File: config.mk
export PLATFORM = sky130hd
export DESIGN_NAME = tag_store_unit
export DESIGN_NICKNAME = d
export VERILOG_FILES = /design/src/rtl/tag_store_pkg.sv /design/src/rtl/tag_store_dp.sv /design/src/rtl/tag_store_ctrl.sv /design/src/rtl/tag_store_unit.sv
export SDC_FILE = /design/constraint.sdc
export NUM_CORES = 1
export LEC_CHECK = 0
export BUFFER_PORTS_ARGS = -buffer_cell sky130_fd_sc_hd__buf_2
export CELL_PAD_IN_SITES_DETAIL_PLACEMENT = 1
export CELL_PAD_IN_SITES_GLOBAL_PLACEMENT = 2
export CORE_UTILIZATION = 32
export CTS_CLUSTER_SIZE = 20
export DETAILED_ROUTE_END_ITERATION = 8
export PLACE_DENSITY_LB_ADDON = 0.15
export SLEW_MARGIN = 5
export SYNTH_ARGS = -nofsm -noshare
export SYNTH_HDL_FRONTEND = slang
export SYNTH_SLANG_ARGS = --single-unit
File: constraint.sdc
create_clock -name clk -period 6.1 [get_ports clk]
set_input_delay 0 -clock clk [delete_from_list [all_inputs] [get_ports clk]]
set_output_delay 0 -clock clk [all_outputs]
set_load 0.02 [all_outputs]
File: src/rtl/tag_store_pkg.sv
package tag_store_pkg;
  typedef enum logic [1:0] {
    OP_STORE1 = 2'd0,
    OP_STORE2 = 2'd1,
    OP_LOAD   = 2'd2,
    OP_FILL   = 2'd3
  } tagOpE;

  typedef struct packed {
    logic latch;
    logic advance;
    logic wrFull;
    logic capLoad;
  } tagStrobeT;
endpackage

File: src/rtl/tag_store_dp.sv
module tag_store_dp
  import tag_store_pkg::*;
#(
  parameter int ADDR_W  = 16,
  parameter int DATA_W  = 64,
  parameter int TAG_LSB = 56,
  parameter int K_W     = 4,
  localparam int IDX_W  = ADDR_W - 5,
  localparam int CNT_W  = 1 << K_W
) (
  input  logic              clk,
  input  logic              rstN,
  input  tagStrobeT         strb,
  input  logic [1:0]        cmdOp,
  input  logic [ADDR_W-1:0] cmdPtr,
  input  logic [3:0]        cmdTag,
  input  logic [DATA_W-1:0] cmdDst,
  input  logic [K_W-1:0]    cfgBlkLog,
  input  logic [7:0]        ramRdata,
  output logic [IDX_W-1:0]  ramAddr,
  output logic [7:0]        ramWdata,
  output logic [DATA_W-1:0] loadData,
  output logic              fillLast
);
  logic [IDX_W-1:0]  addrR;
  logic              nibHiR;
  logic [3:0]        tagR;
  logic [DATA_W-1:0] dstR, loadR, loadNext;
  logic [CNT_W-1:0]  cntR, lastR, lastNext;
  logic [IDX_W-1:0]  startIdx;
  logic [CNT_W-1:0]  oneC;

  always_comb begin
    oneC = CNT_W'(1);
    if (cfgBlkLog < K_W'(3)) lastNext = '0;
    else lastNext = (oneC << (cfgBlkLog - K_W'(3))) - oneC;
    startIdx = cmdPtr[ADDR_W-1:5];
    if (cmdOp == OP_FILL) startIdx = startIdx & ~IDX_W'(lastNext);
  end

  always_comb begin
    loadNext = dstR;
    loadNext[TAG_LSB +: 4] = nibHiR ? ramRdata[7:4] : ramRdata[3:0];
  end

  always_ff @(posedge clk) begin
    if (!rstN) begin
      addrR  <= '0;
      nibHiR <= 1'b0;
      tagR   <= '0;
      dstR   <= '0;
      loadR  <= '0;
      cntR   <= '0;
      lastR  <= '0;
    end else begin
      if (strb.latch) begin
        addrR  <= startIdx;
        nibHiR <= cmdPtr[4];
        tagR   <= cmdTag;
        dstR   <= cmdDst;
        cntR   <= '0;
        lastR  <= lastNext;
      end else if (strb.advance) begin
        addrR  <= addrR + IDX_W'(1);
        nibHiR <= 1'b0;
        cntR   <= cntR + CNT_W'(1);
      end
      if (strb.capLoad) loadR <= loadNext;
    end
  end

  always_comb begin
    if (strb.wrFull)  ramWdata = {tagR, tagR};
    else if (nibHiR)  ramWdata = {tagR, ramRdata[3:0]};
    else              ramWdata = {ramRdata[7:4], tagR};
  end

  assign ramAddr  = addrR;
  assign loadData = loadR;
  assign fillLast = (cntR == lastR);

  AST_FULL_REPLICATED: assert property (@(posedge clk) disable iff (!rstN)
    strb.wrFull |-> ramWdata[7:4] == ramWdata[3:0]) else $error("replication");
  AST_ADDR_STEP: assert property (@(posedge clk) disable iff (!rstN)
    (strb.advance && !strb.latch) |=> ramAddr == $past(ramAddr) + IDX_W'(1)) else $error("step");
endmodule

File: src/rtl/tag_store_ctrl.sv
module tag_store_ctrl
  import tag_store_pkg::*;
(
  input  logic       clk,
  input  logic       rstN,
  input  logic       cmdValid,
  input  logic [1:0] cmdOp,
  input  logic [4:0] ptrLow,
  input  logic       fillLast,
  output tagStrobeT  strb,
  output logic       ramEn,
  output logic       ramWe,
  output logic       busy,
  output logic       done,
  output logic       fault
);
  typedef enum logic [2:0] {S_IDLE, S_RD, S_MRG, S_WRF, S_FILL, S_FIN} stateE;
  stateE state, stateNext;
  logic  isLoadR, pendR, faultR;
  logic  accept, misAlign;

  assign accept   = cmdValid && (state == S_IDLE);
  assign misAlign = (ptrLow[3:0] != 4'd0) && (cmdOp == OP_STORE1 || cmdOp == OP_STORE2);

  always_comb begin
    stateNext = state;
    strb      = '0;
    ramEn     = 1'b0;
    ramWe     = 1'b0;
    case (state)
      S_IDLE: if (accept) begin
        strb.latch = 1'b1;
        if (misAlign) stateNext = S_FIN;
        else case (cmdOp)
          OP_STORE2: stateNext = ptrLow[4] ? S_RD : S_WRF;
          OP_FILL:   stateNext = S_FILL;
          default:   stateNext = S_RD;
        endcase
      end
      S_RD: begin
        ramEn     = 1'b1;
        stateNext = S_MRG;
      end
      S_MRG: begin
        if (isLoadR) begin
          strb.capLoad = 1'b1;
          stateNext    = S_FIN;
        end else begin
          ramEn = 1'b1;
          ramWe = 1'b1;
          if (pendR) begin
            strb.advance = 1'b1;
            stateNext    = S_RD;
          end else stateNext = S_FIN;
        end
      end
      S_WRF: begin
        ramEn       = 1'b1;
        ramWe       = 1'b1;
        strb.wrFull = 1'b1;
        stateNext   = S_FIN;
      end
      S_FILL: begin
        ramEn       = 1'b1;
        ramWe       = 1'b1;
        strb.wrFull = 1'b1;
        if (fillLast) stateNext = S_FIN;
        else strb.advance = 1'b1;
      end
      S_FIN:   stateNext = S_IDLE;
      default: stateNext = S_IDLE;
    endcase
  end

  always_ff @(posedge clk) begin
    if (!rstN) begin
      state   <= S_IDLE;
      isLoadR <= 1'b0;
      pendR   <= 1'b0;
      faultR  <= 1'b0;
    end else begin
      state <= stateNext;
      if (accept) begin
        isLoadR <= (cmdOp == OP_LOAD);
        pendR   <= (cmdOp == OP_STORE2) && ptrLow[4];
        faultR  <= misAlign;
      end else if (state == S_MRG) begin
        pendR <= 1'b0;
      end
    end
  end

  assign busy  = (state != S_IDLE);
  assign done  = (state == S_FIN);
  assign fault = done && faultR;

  AST_FAULT_NO_WRITE: assert property (@(posedge clk) disable iff (!rstN)
    fault |-> !$past(ramWe)) else $error("fault wrote");
  AST_DONE_PULSE: assert property (@(posedge clk) disable iff (!rstN)
    done |=> !done) else $error("done width");
  AST_BUSY_AFTER_ACCEPT: assert property (@(posedge clk) disable iff (!rstN)
    (cmdValid && !busy) |=> busy) else $error("busy");
  AST_WE_NEEDS_EN: assert property (@(posedge clk) disable iff (!rstN)
    ramWe |-> ramEn) else $error("we without en");
endmodule

File: src/rtl/tag_store_unit.sv
module tag_store_unit
  import tag_store_pkg::*;
#(
  parameter int ADDR_W  = 16,
  parameter int DATA_W  = 64,
  parameter int TAG_LSB = 56,
  parameter int K_W     = 4
) (
  input  logic              clk,
  input  logic              rstN,
  input  logic              cmdValid,
  input  logic [1:0]        cmdOp,
  input  logic [ADDR_W-1:0] cmdPtr,
  input  logic [3:0]        cmdTag,
  input  logic [DATA_W-1:0] cmdDst,
  input  logic [K_W-1:0]    cfgBlkLog,
  output logic              busy,
  output logic              done,
  output logic              fault,
  output logic [DATA_W-1:0] loadData,
  output logic              ramEn,
  output logic              ramWe,
  output logic [ADDR_W-6:0] ramAddr,
  output logic [7:0]        ramWdata,
  input  logic [7:0]        ramRdata
);
  tagStrobeT strb;
  logic      fillLast;

  tag_store_ctrl u_ctrl (
    .clk(clk), .rstN(rstN), .cmdValid(cmdValid), .cmdOp(cmdOp),
    .ptrLow(cmdPtr[4:0]), .fillLast(fillLast), .strb(strb),
    .ramEn(ramEn), .ramWe(ramWe), .busy(busy), .done(done), .fault(fault)
  );

  tag_store_dp #(.ADDR_W(ADDR_W), .DATA_W(DATA_W), .TAG_LSB(TAG_LSB), .K_W(K_W)) u_dp (
    .clk(clk), .rstN(rstN), .strb(strb), .cmdOp(cmdOp), .cmdPtr(cmdPtr),
    .cmdTag(cmdTag), .cmdDst(cmdDst), .cfgBlkLog(cfgBlkLog), .ramRdata(ramRdata),
    .ramAddr(ramAddr), .ramWdata(ramWdata), .loadData(loadData), .fillLast(fillLast)
  );
endmodule

-- Word-level counts from Yosys, hierarchy flattened
Index checks and enable logic that the tools add are counted.
- $add $sub $neg: 4
- order comparisons: 1
- equality and inequality tests: 11
- shift-type cells: 1
- multiplexer cells: 31
- bitwise operators: 3
- reductions and logical operators: 15
- operators with widths (operator ; number):
    $mux 11 ; 3
    $add 16x1->16 const B ; 1
    $eq 16x16->1 ; 1
    $mux 16 ; 1
    $mux 8 ; 2
    $shl 1x4->16 const A ; 1
    $sub 16x1->16 const B ; 1
    $mux 3 ; 5
    $pmux 3 s5 ; 1
    $mux 1 ; 13
    $add 11x1->11 const B ; 1
    $and 11x11->11 ; 1
    $not 11->11 ; 1
    $eq 3x2->1 const B ; 2
    $eq 3x3->1 const B ; 2
    $pmux 1 s2 ; 3
    $pmux 3 s2 ; 1
    $eq 2x2->1 const B ; 2
    $logic_and 1x1->1 ; 4
    $lt 4x2->1 const B ; 1
    $mux 4 ; 1
    $reduce_bool 2->1 ; 2
    $reduce_bool 4->1 ; 1
    $reduce_or 2->1 ; 2
    other kinds (13) ; 13
- register bits: 182
- input bits: 101
- output and inout bits: 88
- word-level logic and storage cells: 77

-- Depth between registers and ports, before layout
Gate-level depths: netlist of the first run.
- depth in word-level cells: 8
- depth in mapped cells: 11
- depth with buffers taken out: 9

-- By module
Synthesis of the first run repeated with hierarchy kept, for this count alone.
- cells, all modules: 786
- area, all modules: 7504.7 um^2
- modules (own cells, without submodules) (module ; times used ; cells each ; area an instance (um^2) ; sequential area each (um^2)):
    tag_store_dp ; 1 ; 726 ; 7078.0 ; 3443.3
    tag_store_ctrl ; 1 ; 60 ; 426.7 ; 120.1

-- Worst setup path after synthesis of the first run
Ideal clock, no wire load.
- path kind: input-to-reg
- start point: input port cfgBlkLog[1]
- end point: register u_dp.addrR[10], in the netlist u_dp.ramAddr[10]
- setup time: 58 ps
- arrival: 1927 ps
- required time: 6042 ps
- setup slack: 4114 ps
- cell stages on the path: 11
- buffers on the path: 2
- path through: clkbuf_1 nor3b_1 nand2b_1 ha_1 clkbuf_1 nor2b_1 a31o_2 a32oi_1 o21ai_0 a21oi_1 o211a_1
- word-level cells in the longest chain between the ends: 8
- elaborated cells between the ends (all ways): 9
- classes of those cells: 2 x add/sub; 1 x order compare; 1 x shift; 3 x mux; 2 x bitwise
- RTL lines (item ; RTL line ; text):
    from (decl) ; tag_store_unit.sv:16 ; input logic [K_W-1:0] cfgBlkLog,
    $sub 4x2->4 ; tag_store_dp.sv:36 ; else lastNext = (oneC << (cfgBlkLog - K_W'(3))) - oneC;
    $shl 1x4->16 ; tag_store_dp.sv:36 ;
    $sub 16x1->16 ; tag_store_dp.sv:36 ;
    $mux 16 * ; tag_store_dp.sv:35 ; if (cfgBlkLog < K_W'(3)) lastNext = '0;
    $not 11->11 * ; tag_store_dp.sv:38 ; if (cmdOp == OP_FILL) startIdx = startIdx & ~IDX_W'(lastNext);
    $and 11x11->11 * ; tag_store_dp.sv:38 ;
    $mux 11 * ; tag_store_dp.sv:38 ;
    $mux 11 * ; tag_store_dp.sv:56 ; if (strb.latch) begin
    to (signal assigned) ; tag_store_dp.sv:57 ; addrR <= startIdx;
    to (signal assigned) ; tag_store_dp.sv:64 ; addrR <= addrR + IDX_W'(1);
    to (decl) ; tag_store_dp.sv:25 ; logic [IDX_W-1:0] addrR;
Mark *: on every way between the ends. The rest lies on a longest branch, timed or not.
A chain may end at the register's enable or synchronous reset.

-- Worst setup path after layout of the first run
- start point: register u_ctrl.state[0]
- end point: register u_dp.addrR[4], in the netlist u_dp.ramAddr[4]
- word-level cells in the longest chain between the ends: 5
- elaborated cells between the ends (all ways): 9
- classes of those cells: 2 x eq/ne; 4 x mux; 3 x reduce/logical
- RTL lines (item ; RTL line ; text):
    from (decl) ; tag_store_ctrl.sv:18 ; stateE state, stateNext;
    from (signal assigned) ; tag_store_ctrl.sv:82 ; state <= stateNext;
    $logic_not 3->1 ; tag_store_ctrl.sv:22, tag_store_ctrl.sv:30 ;
    $logic_and 1x1->1 ; tag_store_ctrl.sv:22 ; assign accept = cmdValid && (state == S_IDLE);
    $mux 1 ; tag_store_ctrl.sv:31 ; S_IDLE: if (accept) begin
    $mux 1 ; tag_store_ctrl.sv:30 ; case (state)
    $mux 11 or $reduce_bool 2->1 (tied branches) ; - ;
Parallel ways exist; a longest one is shown, timed or not.

==> out/results.ini, run 1 <==
[outcome]
status=complete, no violations

[synthesis]
synth_edf_count=0
synth_seq_cells=178
yosysSeqAreaShare=0.482
ys.flop_type=dfxtp_1
avgSynthCellArea_um2=7.90
syn_inst=936
synthArstFlopShare=0
syn_nets=1040
synth_area_um2=7390
yosysUniqueCellTypes=59
synth_warnings=0

[sta]
drv_slew=0
setup_viol=0
setup_tns_ns=0
finClkSkew_ns=0.0105
finalHoldViolCount=0
setup_slack_ns=2.80
fmax_ghz=0.303
fin_crit_ns=3.30
holdWs_ns=0.0244
max_slew.worst_pin.slew_ns=0.962
rsz0062_at_grt=no
fin_crit_sh=0.541
relSlewSlack=0.355

[min_path]
hp-class=input pin to register

[floorplan]
io_pins=189
die_x_um=154
rows=55
core-area_um2=22600
dieArea_um2=23700
initial_core_util=0.326
chipHeight_um=154

[cts]
post_cts.repair.setup_buffers=0
clkSlewWorstSetupHoldPaths_ns=0.08
clock-root-buffer=clkbuf_16
insertion_delay_ns=0.44
cts_resized=0
cts.sinks=178
htreeDepth=4
cts_made_buffers=17
clock_path_buffers=2
cts_tree=built

[route]
routed_wl_um=23200
antenna_left=0
drc=0
drt-vias-per-instance=4.91
routedWlPerCell_um=15.8
drtIter0Drc=302
num_vias=7215
drt-pass1-iter-count=4

[place]
hpwlAfterDp_um=14800
place_ws_ns=3.25
gp_congestion=0.788
port_buffers=184

[cells_and_area]
drive_gt1_frac=0.211
area_growth_pct=34.8
fin_nets=1274
utilization=0.440

[critical_path]
crit_chain=nor3_1 -> and2_4 -> buf_4 -> nor2_1 -> o21a_1 -> nor4_2 -> dlygate4sd3_1
end_kind=register
cp_data_arrival_time_ns=3.68
slowest_stage=and2_4
cp_max_fo=62
max_stage_delay_ns=0.73
path_delay_family=simple AND/OR/NAND/NOR gates
cp.required_ns=6.48
critPathKind=register to register
crit_buf_inv=2
crit_path_start_kind=register

[global_route]
grt_start_max_net_pins=82
grt_remaining_overflow=0
grt_antenna_before_repair=2
globalRouteTotalUtil=0.198
grt_pass1_vias=7063
grt_pass1_wl_um=37400

[power]
ir_drop_mv=0.214
power_density_nw_per_um2=280
total_power_mw=2.79
power_leakage_nw=4.10

[job]
drv_cap=0

[routing by layer]
layer	up-vias	global-route usage	wire [µm]
li1	3656	-	-
met1	3405	0.252	10800
met2	131	0.332	10900
met3	21	0.0459	1130
met4	2	0.0590	308
met5	-	0	13
[where the power goes]
group          total [mW]  switching (mW)  internal (mW)  leakage (nW)
Clock                1.12           0.534          0.588         0.289
Combinational       0.407           0.242          0.165          2.37
Sequential           1.26          0.0420           1.22          1.45
[synth_stat cells, types with 5 or more instances]
library cell    n  share of area
nand2_1       286           0.15
dfxtp_1       178           0.48
a21oi_1       157           0.11
clkbuf_1       51          0.026
nor2_1         33          0.017
o21ai_0        24          0.016
xor2_1         17          0.020
nand3_1        12         0.0081
mux2_2         11          0.017
nor3_1         11         0.0074
inv_1          10         0.0051
mux2i_1        10          0.014
and3_1          9         0.0076
or4_1           9         0.0091
a211oi_1        8         0.0081
or3_1           8         0.0068
and2_1          7         0.0059
nand4_1         7         0.0059
o31ai_1         7         0.0071
buf_1           6         0.0030
nor4_1          6         0.0051
o211ai_1        5         0.0051
[placed cells by master (no fill, tap or decap), drive strengths merged, types with 3 or more instances in the layout]
master	count
nor3	11
clkinv	4
and2	7
xor2	17
inv	18
o31ai	7
nor2	33
o21ai	26
nand3	12
mux2	11
dfxtp	178
dlygate4sd3	91
nand2b	4
and3	9
nand4	7
a211oi	8
nor3b	4
nor2b	3
ha	3
nand2	286
a21oi	158
or3	8
or4	9
mux2i	10
buf	190
or2	4
a31oi	3
o211ai	5
nor4	8
clkbuf	18
[kinds of logic after synthesis]
logic type / count (synthesis) / share of synthesized area
AND/OR/NAND/NOR: 413 / 0.244
AO/OA/AOI/OAI: 228 / 0.174
flip-flops: 178 / 0.482
buffers and inverters: 76 / 0.0442
multiplexers: 21 / 0.0303
XOR/XNOR: 17 / 0.0201
adder cells (fa/ha/maj): 3 / 0.00508
[worst min-delay path, stage by stage]
cell      delay [ns]
buf_2           0.10
o21a_1          0.10
o221ai_1        0.16
a21oi_1         0.05
[state kept, by name, summed over array words and instances, names as in the netlist, 3 cells and up]
name and cells:
u_dp.loadData 64, u_dp.ramAddr 11, u_dp.dstR 60, u_dp.tagR 4, u_dp.cntR 16, u_dp.lastR 16, u_ctrl.state 3
[metrics by stage]
stage / instances / instance area, µm²
after detailed placement: 1345 / 8450
after global routing: 1468 / 9960
final: 1469 / 9960
after global placement: 1345 / 8450
after CTS: 1468 / 9960
after floorplan: 936 / 7390
[area by class of cell]
type / count / area, µm²
antenna: 1 / 2.50
clock buffer: 18 / 429
clock inverter: 14 / 168
fill: 2764 / 12700
inverter: 10 / 40.0
multi-input combinational: 682 / 3530
sequential: 178 / 3560
tap: 285 / 357
timing repair buffer: 281 / 1880
[worst paths after layout]
kind | startpoint | to | slack (ns) | cells past startpoint
max | u_ctrl.state[0] | u_dp.ramAddr[4] | 2.80 | 7
max reg2reg | u_ctrl.state[0] | u_dp.ramAddr[4] | 2.80 | 7
min reg2reg | u_dp.dstR[45] | u_dp.loadData[45] | 0.45 | 2
min | cmdPtr[11] | u_dp.ramAddr[6] | 0.02 | 4
[what timing repair did]
item | 4_1_cts | 5_1_grt
endpoints found under the hold margin | 84 | 0
endpoints found under the setup margin | 0 | 0
hold buffers | 91 | 0
Power figures use the tool's default switching activity.
==> inputs of run 2 (changes only) <==
Settings changed: CORE_UTILIZATION 32 to 30.
Clock period 6.1 ns to 3.1 ns, I/O delays scaled along.
==> run 2 against run 1 <==
Compared with the run above:
- critical path depth up 1
- combinational power up 100%
- cell count up 2.8%
- design area up 1.1%
- global-route usage down 0.41 points
- clock power up 96%
- highest routed layer is now met4
==> out/results.ini, run 2 (same netlist as run 1, synthesis figures left out) <==
[cells_and_area]
fill_cells=3023  ; +9.4%
fin_nets=1275  ; +0.078%
stdcell_count=1510  ; +2.8%
area_growth_pct=36.3
drive_gt1_frac=0.214  ; +0.00254
final_common_cell=nand2_1
layout_common_cells=284 x nand2_1, 184 x buf_2, 178 x dfxtp_1
largest_reg_flops=64  ; unchanged

[critical_path]
setup.worst_path.start=u_dp.cntR[2]
slowest_stage=dlygate4sd3_1
r2r_slack_ns=0.20  ; -2.60 ns
cp_data_arrival_time_ns=3.27  ; -0.41 ns
crit_chain=xor2_1 -> nor4_2 -> nand4_1 -> a21oi_4 -> buf_4 -> o21ai_2 -> nor4_2 -> dlygate4sd3_1
crit_buf_inv=2  ; unchanged
critPathKind=register to register
cp_max_fo=10  ; -84%
crit_path_frequent_cell=nor4_2
cp.required_ns=3.47  ; -3.01 ns
max_stage_delay_ns=0.58  ; -0.15 ns
reg2regPathDepth=8  ; +1
worstReg2RegStart=u_dp.cntR[2]
path_delay_family=simple AND/OR/NAND/NOR gates
end_kind=register
r2r_end=u_dp.ramAddr[4]
crit_path_start_kind=register

[min_path]
worstHoldPathCells=3  ; -1
hold-path-endpoint=u_dp.loadData[58]
worst_hold_startpoint=ramRdata[2]
hp-class=input pin to register

[route]
drtIter0Drc=313  ; +3.6%
drt-vias-per-instance=4.84  ; -1.5%
antenna_left=0  ; unchanged
routedWlPerCell_um=15.9  ; +0.98%
drt-pass1-iter-count=4  ; unchanged
drc=0  ; unchanged
routed_wl_um=24000  ; +3.8%
num_vias=7302  ; +1.2%

[place]
gp_congestion=0.720  ; -8.7%
post-place-cells=1386  ; +3.0%
place_ws_ns=0.626  ; -2.62 ns
port_buffers=184  ; unchanged
hpwlAfterDp_um=15000  ; +1.6%

[sta]
finalHoldViolCount=0  ; unchanged
fmax_ghz=0.345  ; +14%
fin_crit_sh=0.936  ; +0.395
setup_tns_ns=0  ; unchanged
fin_crit_ns=2.90  ; -0.400 ns
max_slew.worst_pin.slew_ns=0.986  ; +0.0236 ns
drv_slew=0  ; unchanged
setup_slack_ns=0.198  ; -2.60 ns
rsz0062_at_grt=no
finClkSkew_ns=0.0110  ; +0.000525 ns
setup_viol=0  ; unchanged
holdWs_ns=0.0140  ; -0.0105 ns
relSlewSlack=0.343  ; -0.0122

[cts]
post_cts.repair.setup_buffers=0  ; unchanged
clock_path_buffers=2  ; unchanged
insertion_delay_ns=0.43  ; about the same
cts.sinks=178  ; unchanged
clock-root-buffer=clkbuf_16
cts_tree=built
cts_made_buffers=17  ; unchanged
clkSlewWorstSetupHoldPaths_ns=0.07  ; about the same
htreeDepth=4  ; unchanged

[floorplan]
core-area_um2=24200  ; +7.1%
rows=57  ; +3.6%
io_pins=189  ; unchanged
chipHeight_um=159  ; +3.2%
dieArea_um2=25300  ; +6.6%
die_x_um=159  ; +3.2%
initial_core_util=0.305  ; -0.0216

[power]
power_leakage_nw=4.12  ; +0.45%
ir_drop_mv=0.262  ; +23%
power_density_nw_per_um2=547  ; +95%

[job]
drv_cap=0  ; unchanged

[outcome]
status=complete, no violations

[global_route]
grt_remaining_overflow=0  ; unchanged
grt_antenna_before_repair=3  ; +1
grt_pass1_vias=7405  ; +4.8%
globalRouteTotalUtil=0.194  ; -0.00413
grt_pass1_wl_um=39200  ; +5.0%
grt_start_max_net_pins=95  ; +16%

-- run 2: what timing repair did --
item	CTS	global route
setup endpoints to repair	0	2
hold buffers	90	0
gates resized for setup	0	1
endpoints found under the hold margin	83	0
-- run 2: cell type report --
class | count | area [µm²] | area share
well taps | 324 | 405 | 0.0402
repair buffers | 282 | 1930 | 0.192
diodes | 3 | 7.51 | 0.000745
flip-flops and latches | 178 | 3560 | 0.354
inverters | 10 | 40.0 | 0.00397
multi-input cells | 682 | 3530 | 0.351
clock buffers | 17 | 425 | 0.0422
clock inverters | 14 | 169 | 0.0168
-- run 2: worst max-delay path by stage --
stage / to / slack (ns) / cells past startpoint
4_1_cts: u_dp.ramAddr[6] / 0.18 / 11
3_5_place_dp: u_dp.cntR[13] / 0.63 / 5
5_1_grt: u_dp.ramAddr[4] / 0.02 / 8
2_1_floorplan: u_dp.ramAddr[10] / 1.11 / 11
6_report: u_dp.ramAddr[4] / 0.20 / 8
3_3_place_gp: u_dp.ramAddr[10] / 0.63 / 10
-- run 2: per-stage QoR --
| stage | cell area [µm²] | utilization | total power [mW] |
|---|---|---|---|
| floorplan | 7390 | - | 3.00 |
| global placement | 8570 | 0.353 | 3.27 |
| detailed placement | 8570 | 0.353 | 3.28 |
| CTS | 10100 | 0.415 | 5.59 |
| global route | 10100 | 0.415 | 5.79 |
| finish | 10100 | 0.415 | 5.51 |
-- run 2: worst register-to-register path: cells and delay by family, from the launching register on --
family | cells | cell delay, ns
xor+xnor | 1 | 0.13
compound gates | 2 | 0.49
flops | 1 | 0.50
buf+inv | 2 | 0.83
simple gates | 3 | 0.91
-- run 2: report_power, final --
part	internal (mW)	switching, mW
registers	2.40	0.0847
clock network	1.15	1.05
logic	0.338	0.487
-- run 2: metal layers --
metal	vias to the layer above	GRT usage	part of all wire
li1	3656	-	-
met1	3483	0.248	0.47
met2	138	0.317	0.47
met3	25	0.0466	0.041
met4	0	0.0691	0.017
met5	-	0	0
==> inputs of run 3 (changes only) <==
==> constraint.sdc (replaced) <==
create_clock -name clk -period 3.1 [get_ports clk]
set_input_delay 0.155 -clock clk [delete_from_list [all_inputs] [get_ports clk]]
set_output_delay 0.155 -clock clk [all_outputs]
set_load 0.02 [all_outputs]
==> run 3 against run 2 <==
Compared with the run above:
- first-iteration DRC count down 8.0%
- clock-buffer cell count up 1
- flip-flop and latch count unchanged
- sequential share of layout area up 0.86 points
- critical path depth down 2
- critical path type is now register to primary output
- largest cell class unchanged
- highest routed layer unchanged
==> out/results.ini, run 3 (same netlist as run 1, synthesis figures left out) <==
[outcome]
status=complete, no violations

[place]
placed_area_um2=8580  ; +0.18%
place_ws_ns=0.531  ; -0.0948 ns
port_buffers=184  ; unchanged
hpwlAfterDp_um=15100  ; +0.76%
gp_congestion=0.734  ; +2.0%
post-place-cells=1388  ; +0.14%

[cells_and_area]
layout_common_cells=284 x nand2_1, 184 x buf_2, 178 x dfxtp_1
utilization=0.406  ; -0.00991
multi_input_area_um2=3530  ; -0.14%
stdcell_count=1487  ; -1.5%
fill_cells=2984  ; -1.3%
drive_gt1_frac=0.220  ; +0.00596
fin_nets=1251  ; -1.9%
final_common_cell=nand2_1
stdcell_area_um2=9830  ; -2.4%
area_growth_pct=33.0
largest_reg_flops=64  ; unchanged
regArea_um2=3560  ; unchanged

[sta]
fmax_ghz=0.396  ; +15%
holdWs_ns=0.0217  ; +0.00770 ns
finalHoldViolCount=0  ; unchanged
finClkSkew_ns=0.0130  ; +0.00199 ns
setup_viol=0  ; unchanged
fin_crit_sh=0.814  ; -0.123
max_slew.worst_pin.slew_ns=0.764  ; -0.221 ns
relSlewSlack=0.490  ; +0.147
rsz0062_at_grt=no
setup_tns_ns=0  ; unchanged
drv_slew=0  ; unchanged
setup_slack_ns=0.577  ; +0.380 ns
fin_crit_ns=2.52  ; -0.380 ns

[route]
antenna_left=0  ; unchanged
met3WireLength_um=1210  ; +21%
routed_wl_um=23800  ; -0.81%
wl_met1_um=11300  ; -0.24%
drt-pass1-iter-count=4  ; unchanged
num_vias=7109  ; -2.6%
routed.top_layer=met4
routedWlPerCell_um=16.0  ; +0.73%
drc=0  ; unchanged
met2_length_um=10800  ; -4.5%
drt-vias-per-instance=4.78  ; -1.1%
drtIter0Drc=288  ; -8.0%

[cts]
cts.sinks=178  ; unchanged
clock-root-buffer=clkbuf_16
cts_tree=built
cts_made_buffers=17  ; unchanged
clock_path_buffers=2  ; unchanged
insertion_delay_ns=0.44  ; about the same
post_cts.repair.setup_buffers=0  ; unchanged
clkSlewWorstSetupHoldPaths_ns=0.07  ; about the same
htreeDepth=4  ; unchanged

[global_route]
grt_remaining_overflow=0  ; unchanged
globalRouteTotalUtil=0.192  ; -0.00175
grt_start_max_net_pins=95  ; unchanged
grt_antenna_before_repair=3  ; unchanged
grt_pass1_wl_um=38600  ; -1.7%
grt_pass1_vias=7176  ; -3.1%

[power]
power_leakage_nw=4.03  ; -2.2%
ir_drop_mv=0.260  ; -0.61%
total_power_mw=5.47  ; -0.79%
power_density_nw_per_um2=556  ; +1.6%

[floorplan]
core-area_um2=24200  ; unchanged
io_pins=189  ; unchanged
initial_core_util=0.305  ; unchanged
rows=57  ; unchanged
chipHeight_um=159  ; unchanged
die_x_um=159  ; unchanged
dieArea_um2=25300  ; unchanged

[critical_path]
crit_path_start_kind=register
cp_data_arrival_time_ns=2.37  ; -0.90 ns
end_kind=primary output
cp_max_fo=12  ; +2
cp.required_ns=2.94  ; -0.53 ns
critPathKind=register to primary output

[job]
drv_cap=0  ; unchanged

[min_path]
hp-class=input pin to register

-- run 3: final timing paths --
path / endpoint / startpoint / cells past startpoint / slack [ns]
worst min-delay path: u_dp.ramAddr[0] / cmdPtr[5] / 3 / 0.02
worst min register to register: u_dp.loadData[52] / u_dp.loadData[52] / 2 / 0.45
worst max-delay path: ramWdata[7] / u_ctrl.state[0] / 6 / 0.58
worst max register to register: u_dp.ramAddr[1] / u_dp.cntR[2] / 7 / 0.71
-- run 3: worst max-delay path: stages, from the launching register on --
cell	delay [ns]
dfxtp_1	0.56
nor2_1	0.14
nand2_1	0.21
nand2_1	0.08
nor2_1	0.39
mux2_2	0.38
buf_2	0.18
-- run 3: what timing repair did --
item	in CTS	in global routing
hold endpoints to repair	64	0
hold buffers	64	0
setup endpoints to repair	0	0
gates resized for setup	0	0
-- run 3: layout make-up --
cell class,instances,share of cell area
sequential,178,0.362
clock inverter,14,0.0168
clock buffer,18,0.0447
tap,324,0.0412
inverter,10,0.00407
timing repair buffer,258,0.172
multi-input combinational,682,0.359
antenna,3,0.000763
-- run 3: layer usage --
layer,vias up,global-route usage
met5,-,0
met2,133,0.310
met1,3340,0.249
met3,30,0.0432
met4,0,0.0752
li1,3606,-
-- run 3: report_power, final --
group | switching [mW] | internal, mW
Sequential | 0.0880 | 2.40
Clock | 1.07 | 1.11
Combinational | 0.479 | 0.317
Total | 1.64 | 3.82
